[config.mk]
export PLATFORM = sky130hd
export DESIGN_NAME = pic_prog_if
export DESIGN_NICKNAME = d
export VERILOG_FILES = /design/src/rtl/pic_prog_pkg.sv /design/src/rtl/pic_word_decode.sv /design/src/rtl/pic_init_seq.sv /design/src/rtl/pic_ocw_regs.sv /design/src/rtl/pic_read_mux.sv /design/src/rtl/pic_prog_if.sv
export SDC_FILE = /design/constraint.sdc
export NUM_CORES = 1
export LEC_CHECK = 0
export BUFFER_PORTS_ARGS = -buffer_cell sky130_fd_sc_hd__buf_2
export CAP_MARGIN = 20
export CORE_MARGIN = 1
export CORE_UTILIZATION = 46
export DETAILED_ROUTE_END_ITERATION = 8
export HOLD_SLACK_MARGIN = 0.03
export PLACE_DENSITY = 0.78
export SYNTH_ARGS = -nofsm -noshare
export SYNTH_HDL_FRONTEND = slang
export SYNTH_SLANG_ARGS = --single-unit
[constraint.sdc]
create_clock -name clk_i -period 1.5 [get_ports clk_i]
set_input_delay 0.225 -clock clk_i [delete_from_list [all_inputs] [get_ports clk_i]]
set_output_delay 0.225 -clock clk_i [all_outputs]
set_load 0.01 [all_outputs]
[src/rtl/pic_prog_pkg.sv]
package pic_prog_pkg;
  localparam int BYTE_W    = 8;
  localparam int LINE_W    = 3;
  localparam int CODE_W    = 3;
  localparam int BASE_LSB  = LINE_W;
  localparam int BASE_W    = BYTE_W - BASE_LSB;
  localparam logic [LINE_W-1:0] SPUR_LINE = '1;

  typedef enum logic [1:0] {
    STEP_IDLE    = 2'd0,
    STEP_BASE    = 2'd1,
    STEP_CASCADE = 2'd2,
    STEP_MODE    = 2'd3
  } step_e;
endpackage

[src/rtl/pic_word_decode.sv]
module pic_word_decode (
  input  logic addr_i,
  input  logic wr_i,
  input  logic b4_i,
  input  logic b3_i,
  output logic is_init_o,
  output logic is_ctl_o,
  output logic is_cmd_o,
  output logic is_data_o
);
  logic cmd_port;
  assign cmd_port  = wr_i && !addr_i;
  assign is_init_o = cmd_port && b4_i;
  assign is_ctl_o  = cmd_port && !b4_i && b3_i;
  assign is_cmd_o  = cmd_port && !b4_i && !b3_i;
  assign is_data_o = wr_i && addr_i;
endmodule

[src/rtl/pic_init_seq.sv]
module pic_init_seq
  import pic_prog_pkg::*;
(
  input  logic              clk_i,
  input  logic              rst_ni,
  input  logic              is_init_i,
  input  logic              is_data_i,
  input  logic [BASE_W-1:0] base_i,
  input  logic              b4_i,
  input  logic              b1_i,
  input  logic              b0_i,
  output step_e             step_o,
  output logic              need_mode_o,
  output logic [BYTE_W-1:0] vec_base_o,
  output logic              nested_o,
  output logic              auto_eoi_o,
  output logic              init_stb_o,
  output logic              mask_we_o
);
  step_e             step_q;
  logic              need_mode_q;
  logic [BASE_W-1:0] base_q;
  logic              nested_q, aeoi_q, init_stb_q;

  always_ff @(posedge clk_i or negedge rst_ni) begin
    if (!rst_ni) begin
      step_q      <= STEP_IDLE;
      need_mode_q <= 1'b0;
      base_q      <= '0;
      nested_q    <= 1'b0;
      aeoi_q      <= 1'b0;
      init_stb_q  <= 1'b0;
    end else begin
      init_stb_q <= 1'b0;
      if (is_init_i) begin
        step_q      <= STEP_BASE;
        need_mode_q <= b0_i;
        base_q      <= '0;
        nested_q    <= 1'b0;
        aeoi_q      <= 1'b0;
        init_stb_q  <= 1'b1;
      end else if (is_data_i) begin
        unique case (step_q)
          STEP_BASE: begin
            base_q <= base_i;
            step_q <= STEP_CASCADE;
          end
          STEP_CASCADE: step_q <= need_mode_q ? STEP_MODE : STEP_IDLE;
          STEP_MODE: begin
            nested_q <= b4_i;
            aeoi_q   <= b1_i;
            step_q   <= STEP_IDLE;
          end
          default: ;
        endcase
      end
    end
  end

  assign step_o      = step_q;
  assign need_mode_o = need_mode_q;
  assign vec_base_o  = {base_q, {BASE_LSB{1'b0}}};
  assign nested_o    = nested_q;
  assign auto_eoi_o  = aeoi_q;
  assign init_stb_o  = init_stb_q;
  assign mask_we_o   = is_data_i && (step_q == STEP_IDLE);
endmodule

[src/rtl/pic_ocw_regs.sv]
module pic_ocw_regs
  import pic_prog_pkg::*;
(
  input  logic              clk_i,
  input  logic              rst_ni,
  input  logic              is_init_i,
  input  logic              is_ctl_i,
  input  logic              is_cmd_i,
  input  logic              mask_we_i,
  input  logic              rd_i,
  input  logic              win_valid_i,
  input  logic [LINE_W-1:0] win_line_i,
  input  logic [BYTE_W-1:0] wdata_i,
  output logic [BYTE_W-1:0] mask_o,
  output logic              isr_sel_o,
  output logic              poll_o,
  output logic              spec_mask_o,
  output logic              cmd_stb_o,
  output logic [CODE_W-1:0] cmd_code_o,
  output logic [LINE_W-1:0] cmd_level_o,
  output logic              pclr_stb_o,
  output logic [LINE_W-1:0] pclr_line_o
);
  logic [BYTE_W-1:0] mask_q;
  logic              sel_q, poll_q, spec_q, cmd_stb_q, pclr_stb_q;
  logic [CODE_W-1:0] code_q;
  logic [LINE_W-1:0] lvl_q, pclr_line_q;

  always_ff @(posedge clk_i or negedge rst_ni) begin
    if (!rst_ni) begin
      mask_q      <= '0;
      sel_q       <= 1'b0;
      poll_q      <= 1'b0;
      spec_q      <= 1'b0;
      cmd_stb_q   <= 1'b0;
      code_q      <= '0;
      lvl_q       <= '0;
      pclr_stb_q  <= 1'b0;
      pclr_line_q <= '0;
    end else begin
      cmd_stb_q  <= 1'b0;
      pclr_stb_q <= 1'b0;
      // poll read side effect; a same-cycle write below takes precedence
      if (rd_i && poll_q) begin
        poll_q <= 1'b0;
        if (win_valid_i) begin
          pclr_stb_q  <= 1'b1;
          pclr_line_q <= win_line_i;
        end
      end
      if (is_init_i) begin
        mask_q <= '0;
        sel_q  <= 1'b0;
        poll_q <= 1'b0;
        spec_q <= 1'b0;
      end else if (mask_we_i) begin
        mask_q <= wdata_i;
      end else if (is_ctl_i) begin
        if (wdata_i[2]) poll_q <= 1'b1;
        if (wdata_i[1]) sel_q  <= wdata_i[0];
        if (wdata_i[6]) spec_q <= wdata_i[5];
      end else if (is_cmd_i) begin
        cmd_stb_q <= 1'b1;
        code_q    <= wdata_i[BYTE_W-1 -: CODE_W];
        lvl_q     <= wdata_i[LINE_W-1:0];
      end
    end
  end

  assign mask_o      = mask_q;
  assign isr_sel_o   = sel_q;
  assign poll_o      = poll_q;
  assign spec_mask_o = spec_q;
  assign cmd_stb_o   = cmd_stb_q;
  assign cmd_code_o  = code_q;
  assign cmd_level_o = lvl_q;
  assign pclr_stb_o  = pclr_stb_q;
  assign pclr_line_o = pclr_line_q;
endmodule

[src/rtl/pic_read_mux.sv]
module pic_read_mux
  import pic_prog_pkg::*;
(
  input  logic              addr_i,
  input  logic              poll_i,
  input  logic              sel_i,
  input  logic [BYTE_W-1:0] irr_i,
  input  logic [BYTE_W-1:0] isr_i,
  input  logic [BYTE_W-1:0] mask_i,
  input  logic              win_valid_i,
  input  logic [LINE_W-1:0] win_line_i,
  output logic [BYTE_W-1:0] rdata_o
);
  always_comb begin
    if (poll_i)
      rdata_o = {{(BYTE_W-LINE_W){1'b0}}, (win_valid_i ? win_line_i : SPUR_LINE)};
    else if (addr_i)
      rdata_o = mask_i;
    else
      rdata_o = sel_i ? isr_i : irr_i;
  end
endmodule

[src/rtl/pic_prog_if.sv]
module pic_prog_if
  import pic_prog_pkg::*;
(
  input  logic              clk_i,
  input  logic              rst_ni,
  input  logic              addr_i,
  input  logic              wr_i,
  input  logic              rd_i,
  input  logic [BYTE_W-1:0] wdata_i,
  output logic [BYTE_W-1:0] rdata_o,
  input  logic [BYTE_W-1:0] irr_i,
  input  logic [BYTE_W-1:0] isr_i,
  input  logic              win_valid_i,
  input  logic [LINE_W-1:0] win_line_i,
  output logic [BYTE_W-1:0] mask_o,
  output logic [BYTE_W-1:0] vec_base_o,
  output logic              nested_o,
  output logic              auto_eoi_o,
  output logic              isr_sel_o,
  output logic              poll_o,
  output logic              spec_mask_o,
  output logic              init_stb_o,
  output logic              cmd_stb_o,
  output logic [CODE_W-1:0] cmd_code_o,
  output logic [LINE_W-1:0] cmd_level_o,
  output logic              pclr_stb_o,
  output logic [LINE_W-1:0] pclr_line_o
);
  logic  is_init, is_ctl, is_cmd, is_data, mask_we, need_mode;
  step_e step_q;

  pic_word_decode u_dec (
    .addr_i   (addr_i),
    .wr_i     (wr_i),
    .b4_i     (wdata_i[4]),
    .b3_i     (wdata_i[3]),
    .is_init_o(is_init),
    .is_ctl_o (is_ctl),
    .is_cmd_o (is_cmd),
    .is_data_o(is_data)
  );

  pic_init_seq u_seq (
    .clk_i      (clk_i),
    .rst_ni     (rst_ni),
    .is_init_i  (is_init),
    .is_data_i  (is_data),
    .base_i     (wdata_i[BYTE_W-1:BASE_LSB]),
    .b4_i       (wdata_i[4]),
    .b1_i       (wdata_i[1]),
    .b0_i       (wdata_i[0]),
    .step_o     (step_q),
    .need_mode_o(need_mode),
    .vec_base_o (vec_base_o),
    .nested_o   (nested_o),
    .auto_eoi_o (auto_eoi_o),
    .init_stb_o (init_stb_o),
    .mask_we_o  (mask_we)
  );

  pic_ocw_regs u_ocw (
    .clk_i      (clk_i),
    .rst_ni     (rst_ni),
    .is_init_i  (is_init),
    .is_ctl_i   (is_ctl),
    .is_cmd_i   (is_cmd),
    .mask_we_i  (mask_we),
    .rd_i       (rd_i),
    .win_valid_i(win_valid_i),
    .win_line_i (win_line_i),
    .wdata_i    (wdata_i),
    .mask_o     (mask_o),
    .isr_sel_o  (isr_sel_o),
    .poll_o     (poll_o),
    .spec_mask_o(spec_mask_o),
    .cmd_stb_o  (cmd_stb_o),
    .cmd_code_o (cmd_code_o),
    .cmd_level_o(cmd_level_o),
    .pclr_stb_o (pclr_stb_o),
    .pclr_line_o(pclr_line_o)
  );

  pic_read_mux u_rd (
    .addr_i     (addr_i),
    .poll_i     (poll_o),
    .sel_i      (isr_sel_o),
    .irr_i      (irr_i),
    .isr_i      (isr_i),
    .mask_i     (mask_o),
    .win_valid_i(win_valid_i),
    .win_line_i (win_line_i),
    .rdata_o    (rdata_o)
  );
endmodule

### Word-level counts from Yosys, hierarchy flattened

Cells that the tools add are included.

| storage, ports and cells | value |
|---|---|
| bits in read-only memories | 0 |
| output and inout port bits | 41 |
| flip-flop bits (word level) | 33 |
| latch bits | 0 |
| word-level logic and storage cells | 88 |
| memories | 0 |
| memory bits (writable) | 0 |

| operators by class | value |
|---|---|
| multiply operators | 0 |
| add/sub/neg operators | 0 |
| multiplexer cells | 39 |
| bitwise operators | 3 |
| reductions and logical operators | 27 |
| shift-type cells | 0 |
| order comparisons | 0 |
| eq/ne operators | 4 |
| div/mod/pow operators | 0 |

Operator list:

| cell | number |
|---|---|
| 8-bit 2-to-1 mux | 5 |
| 1-bit 2-to-1 mux | 26 |
| 5-bit 2-to-1 mux | 3 |
| 2-bit nonzero test | 7 |
| 1-bit logical AND | 8 |
| 2-bit AND reduction | 4 |
| 2-bit 2-to-1 mux | 3 |
| 2-bit one-hot mux with 3 select lines | 1 |
| 3-bit AND reduction | 2 |
| 2-bit equality test, second input constant | 2 |
| 4-bit AND reduction | 1 |
| 4-bit nonzero test | 1 |
| 1-bit logical NOT | 3 |
| 3-bit 2-to-1 mux | 1 |
| 1-bit NOT | 3 |
| 2-bit by 1-bit equality test with 1-bit output, second input constant | 1 |
| 2-bit logical NOT | 1 |
| 2-bit != test, second input constant | 1 |

### Logic depth before layout (Yosys ltp)

| depth | value |
|---|---|
| word-level depth | 8 |
| depth in mapped cells | 5 |
| gate-level depth less buffers | 3 |

### Cells and area by module

A second synthesis with hierarchy kept.

| second synthesis, totals | value |
|---|---|
| cell total of the unflattened synthesis | 146 |
| area total of the unflattened synthesis | 1730.4 µm² |

By module, submodules not included:

| module | instances | cells each | area each (µm²) | seq. area each (µm²) |
|---|---|---|---|---|
| pic_ocw_regs | 1 | 63 | 882.1 | 550.5 |
| pic_init_seq | 1 | 48 | 550.5 | 275.3 |
| pic_read_mux | 1 | 31 | 255.2 | 0.0 |
| pic_word_decode | 1 | 4 | 42.5 | 0.0 |

### Worst setup path before layout

Ideal clock, no wire load.

| timing | value |
|---|---|
| path type | register to output |
| start | register u_ocw.sel_q (netlist: u_ocw.isr_sel_o) |
| end | output rdata_o[2] |
| arrival time | 1.155 ns |
| buffers on the path | 1 |
| required time | 1.275 ns |
| cell stages (with the launch flop) | 5 |
| setup slack | 0.120 ns |
| cell sequence | dfrtp_1 > buf_2 > mux2_2 > mux2i_1 > o21ai_0 |

| on the way | value |
|---|---|
| word-level cells in the longest chain between the ends | 3 |

Ends and longest elaborated chain:

| what | RTL line | text |
|---|---|---|
| from (decl) | pic_ocw_regs.sv:25 | `logic sel_q, poll_q, spec_q, cmd_stb_q, pclr_stb_q;` |
| from (signal assigned) | pic_ocw_regs.sv:60 | `if (wdata_i[1]) sel_q <= wdata_i[0];` |
| 8-bit 2-to-1 mux | pic_read_mux.sv:20 | `rdata_o = sel_i ? isr_i : irr_i;` |
| 8-bit 2-to-1 mux | pic_read_mux.sv:17 | `else if (addr_i)` |
| 8-bit 2-to-1 mux | pic_read_mux.sv:15 | `if (poll_i)` |
| to (decl) | pic_prog_if.sv:10 | `output logic [BYTE_W-1:0] rdata_o,` |

No other way between the ends.

### Worst setup path after layout

| timing | value |
|---|---|
| start | register u_ocw.sel_q (netlist: u_ocw.isr_sel_o) |
| end | output rdata_o[0] |

Same word-level chain as after synthesis.

==> impl_metrics.json <==
{
  "drive_gt1_frac": 0.493,
  "finalWeightedCongestion": 0.763,
  "gr-total-overflow": 0,
  "fin_ws_ns": -0.264,
  "status": "finished, violations left",
  "avgViaCountPerCell": 5.11,
  "clk-insertion-delay-late_ns": 0.34,
  "layout.nets": 253,
  "numCtsBuffers": 5,
  "slowest_stage": "dfrtp_1",
  "diodes": 0,
  "syn_area_um2": 1650,
  "hold_class": "input pin to flip-flop",
  "reg2reg_depth": 3,
  "cts_tree": "done",
  "cp-end-kind": "output pin",
  "wirelength_um": 3740,
  "r2r_start": "u_seq.step_o[1]",
  "htree_num_levels": 2,
  "firstDrtPassIters": 4,
  "die_x_um": 61.8,
  "max-cap-violations": 0,
  "ir_drop_mv": 0.796,
  "setup_viol": 8,
  "rsz0062_at_grt": "true",
  "grt_pass1_wl_um": 5830,
  "antenna_found_initial": 0,
  "drc": 0,
  "crit_end": "rdata_o[0]",
  "cp_num_cells": 5,
  "area_growth_pct": 30.9,
  "clkTransAtPathRegs_ns": 0.10,
  "rows": 21,
  "ant_nets": 0,
  "power.leakage_nw": 1.17,
  "synth_cells": 143,
  "cp_cell_sequence": "buf_4 -> mux2_2 -> mux2i_1 -> o21ai_0 -> buf_2",
  "clock_sinks": 33,
  "failed_checks": "negative setup slack",
  "cp-start-kind": "flip-flop",
  "syn_area_per_cell_um2": 11.5,
  "grt_pass1_vias": 1266,
  "hpwl_um": 2730,
  "fin_cells": 267,
  "post-route-period-util": 1.18,
  "io_buffers": 70,
  "ys_seq_area_frac": 0.502,
  "place_ws_ns": 0.0949,
  "routedWlPerCell_um": 14.0,
  "clockRootBuffer": "clkbuf_4",
  "p_per_area_nw_per_um2": 1230,
  "yosys_warnings": 0,
  "critPathKind": "flip-flop to output pin",
  "path_max_fanout": 5,
  "grtUsageTotal": 0.223,
  "vias": 1365,
  "pin_count": 74,
  "required_ns": 1.27,
  "critPathMaxStageDelay_ns": 0.38,
  "die_area_um2": 3820,
  "critPathBufInv": 2,
  "drtIter0Drc": 30,
  "die_h_um": 61.8,
  "fin_skew_ns": 0.0122,
  "crit_path_start": "u_ocw.isr_sel_o",
  "synth_cell_type_count": 27,
  "timing.rr.end": "u_ocw.mask_o[4]",
  "initial_utilization": 0.486,
  "period_minus_slack_ns": 1.76,
  "cts_buffer_depth": 2,
  "dp_cells": 257,
  "synth_seq_cells": 33,
  "layout_commonest_cell": "buf_2",
  "fmax_mhz": 567,
  "finalMaxSlewViolations": 0,
  "arrival_ns": 1.54,
  "coreArea_um2": 3390,
  "layout_common_cells": "70 x buf_2, 32 x dfrtp_1, 18 x mux2_2, 18 x mux2i_1, 17 x nor2_1",
  "cpLargestDelayFamily": "multiplexers",
  "hold_viol_final": 0,
  "grt_max_degree": 34,
  "r2r_slack_ns": 0.20
}
==> cell families after synthesis <==
kind of cell | after synthesis | share of synthesized area
mux | 36 | 0.233
other cells | 1 | 0.00228
flops | 33 | 0.502
buf+inv | 18 | 0.0585
compound gates | 23 | 0.0958
simple gates | 32 | 0.109
==> what timing repair did <==
item	in CTS	in global routing
gates cloned	0	0
setup buffers	1	0
hold buffers	1	0
endpoints found under the hold margin	33	0
pin swaps	0	0
endpoints found under the setup margin	8	9
resized for setup	0	2
==> state kept, by name, indices dropped and copies added, names as in the netlist <==
register / cells
u_ocw.mask_o: 8
u_seq.base_q: 5
u_ocw.cmd_code_o: 3
u_ocw.cmd_level_o: 3
u_ocw.pclr_line_o: 3
u_seq.step_o: 2
u_ocw.cmd_stb_o: 1
u_ocw.isr_sel_o: 1
u_ocw.pclr_stb_o: 1
u_ocw.poll_o: 1
u_ocw.spec_mask_o: 1
u_seq.auto_eoi_o: 1
u_seq.init_stb_o: 1
u_seq.need_mode_o: 1
u_seq.nested_o: 1
==> synthesized netlist by cell type <==
cell	count	area share
inv_1	5	0.011
mux2_2	18	0.12
a21boi_0	1	0.0046
dfrtp_1	33	0.50
nand4b_1	1	0.0053
nor2b_1	1	0.0038
and3b_1	1	0.0053
mux2i_1	18	0.11
nand3_1	2	0.0061
conb_1	1	0.0023
nand3b_1	3	0.014
o31ai_1	1	0.0046
buf_4	4	0.018
clkbuf_1	3	0.0068
nand2b_4	1	0.0084
nor3_4	1	0.0099
nor2_1	17	0.039
a21oi_1	1	0.0030
and4bb_2	1	0.0076
a22o_1	7	0.037
buf_6	1	0.0068
buf_2	5	0.015
o21ai_0	10	0.030
nand2_1	3	0.0068
a32oi_1	2	0.011
a41oi_1	1	0.0053
and3_1	1	0.0038
==> how the worst min path moves through the flow <==
| stage | start | endpoint | slack (ns) | cells after the start |
|---|---|---|---|---|
| floorplan | rst_ni | u_ocw.cmd_code_o[0] | -0.07 | 0 |
| global route | win_line_i[0] | u_ocw.pclr_line_o[0] | 0.13 | 2 |
| CTS | win_line_i[0] | u_ocw.pclr_line_o[0] | 0.11 | 2 |
| finish | win_line_i[0] | u_ocw.pclr_line_o[0] | 0.13 | 2 |
| detailed placement | rst_ni | u_ocw.cmd_stb_o | 0.27 | 2 |
| global placement | rst_ni | u_seq.base_q[1] | 0.27 | 2 |
==> report_power, final <==
group	leakage, nW	switching [W]	internal (W)
clock	0.0455	0.000290	0.000398
sequential	0.421	0.000120	0.00107
combinational	0.708	0.000381	0.000400
==> layout make-up <==
cell class                      instances  area, µm²
Sequential cell                        33        827
Tap cell                               46       57.6
Fill cell                             281       1230
Multi-Input combinational cell         94        732
Clock inverter                          1       30.0
Clock buffer                            7       55.1
Timing Repair Buffer                   81        435
Inverter                                5       18.8
==> layer usage <==
layer	track usage	vias to the layer above	share of wire
li1	-	654	-
met1	0.279	646	0.43
met2	0.353	59	0.49
met3	0.0745	6	0.070
met4	0.0984	0	0.012
met5	0	-	0
==> per-stage QoR <==
stage	util	setup TNS [ns]	hold slack, ns	area [µm²]	total power [W]
3_3_place_gp	0.605	0	0.273	2050	0.00196
3_5_place_dp	0.605	0	0.275	2050	0.00198
2_1_floorplan	-	0	-0.0706	1650	0.00164
6_report	0.636	-1.90	0.127	2160	0.00266
4_1_cts	0.636	-2.09	0.115	2150	0.00268
5_1_grt	0.636	-2.60	0.125	2160	0.00283
Power figures use the tool's default switching activity.
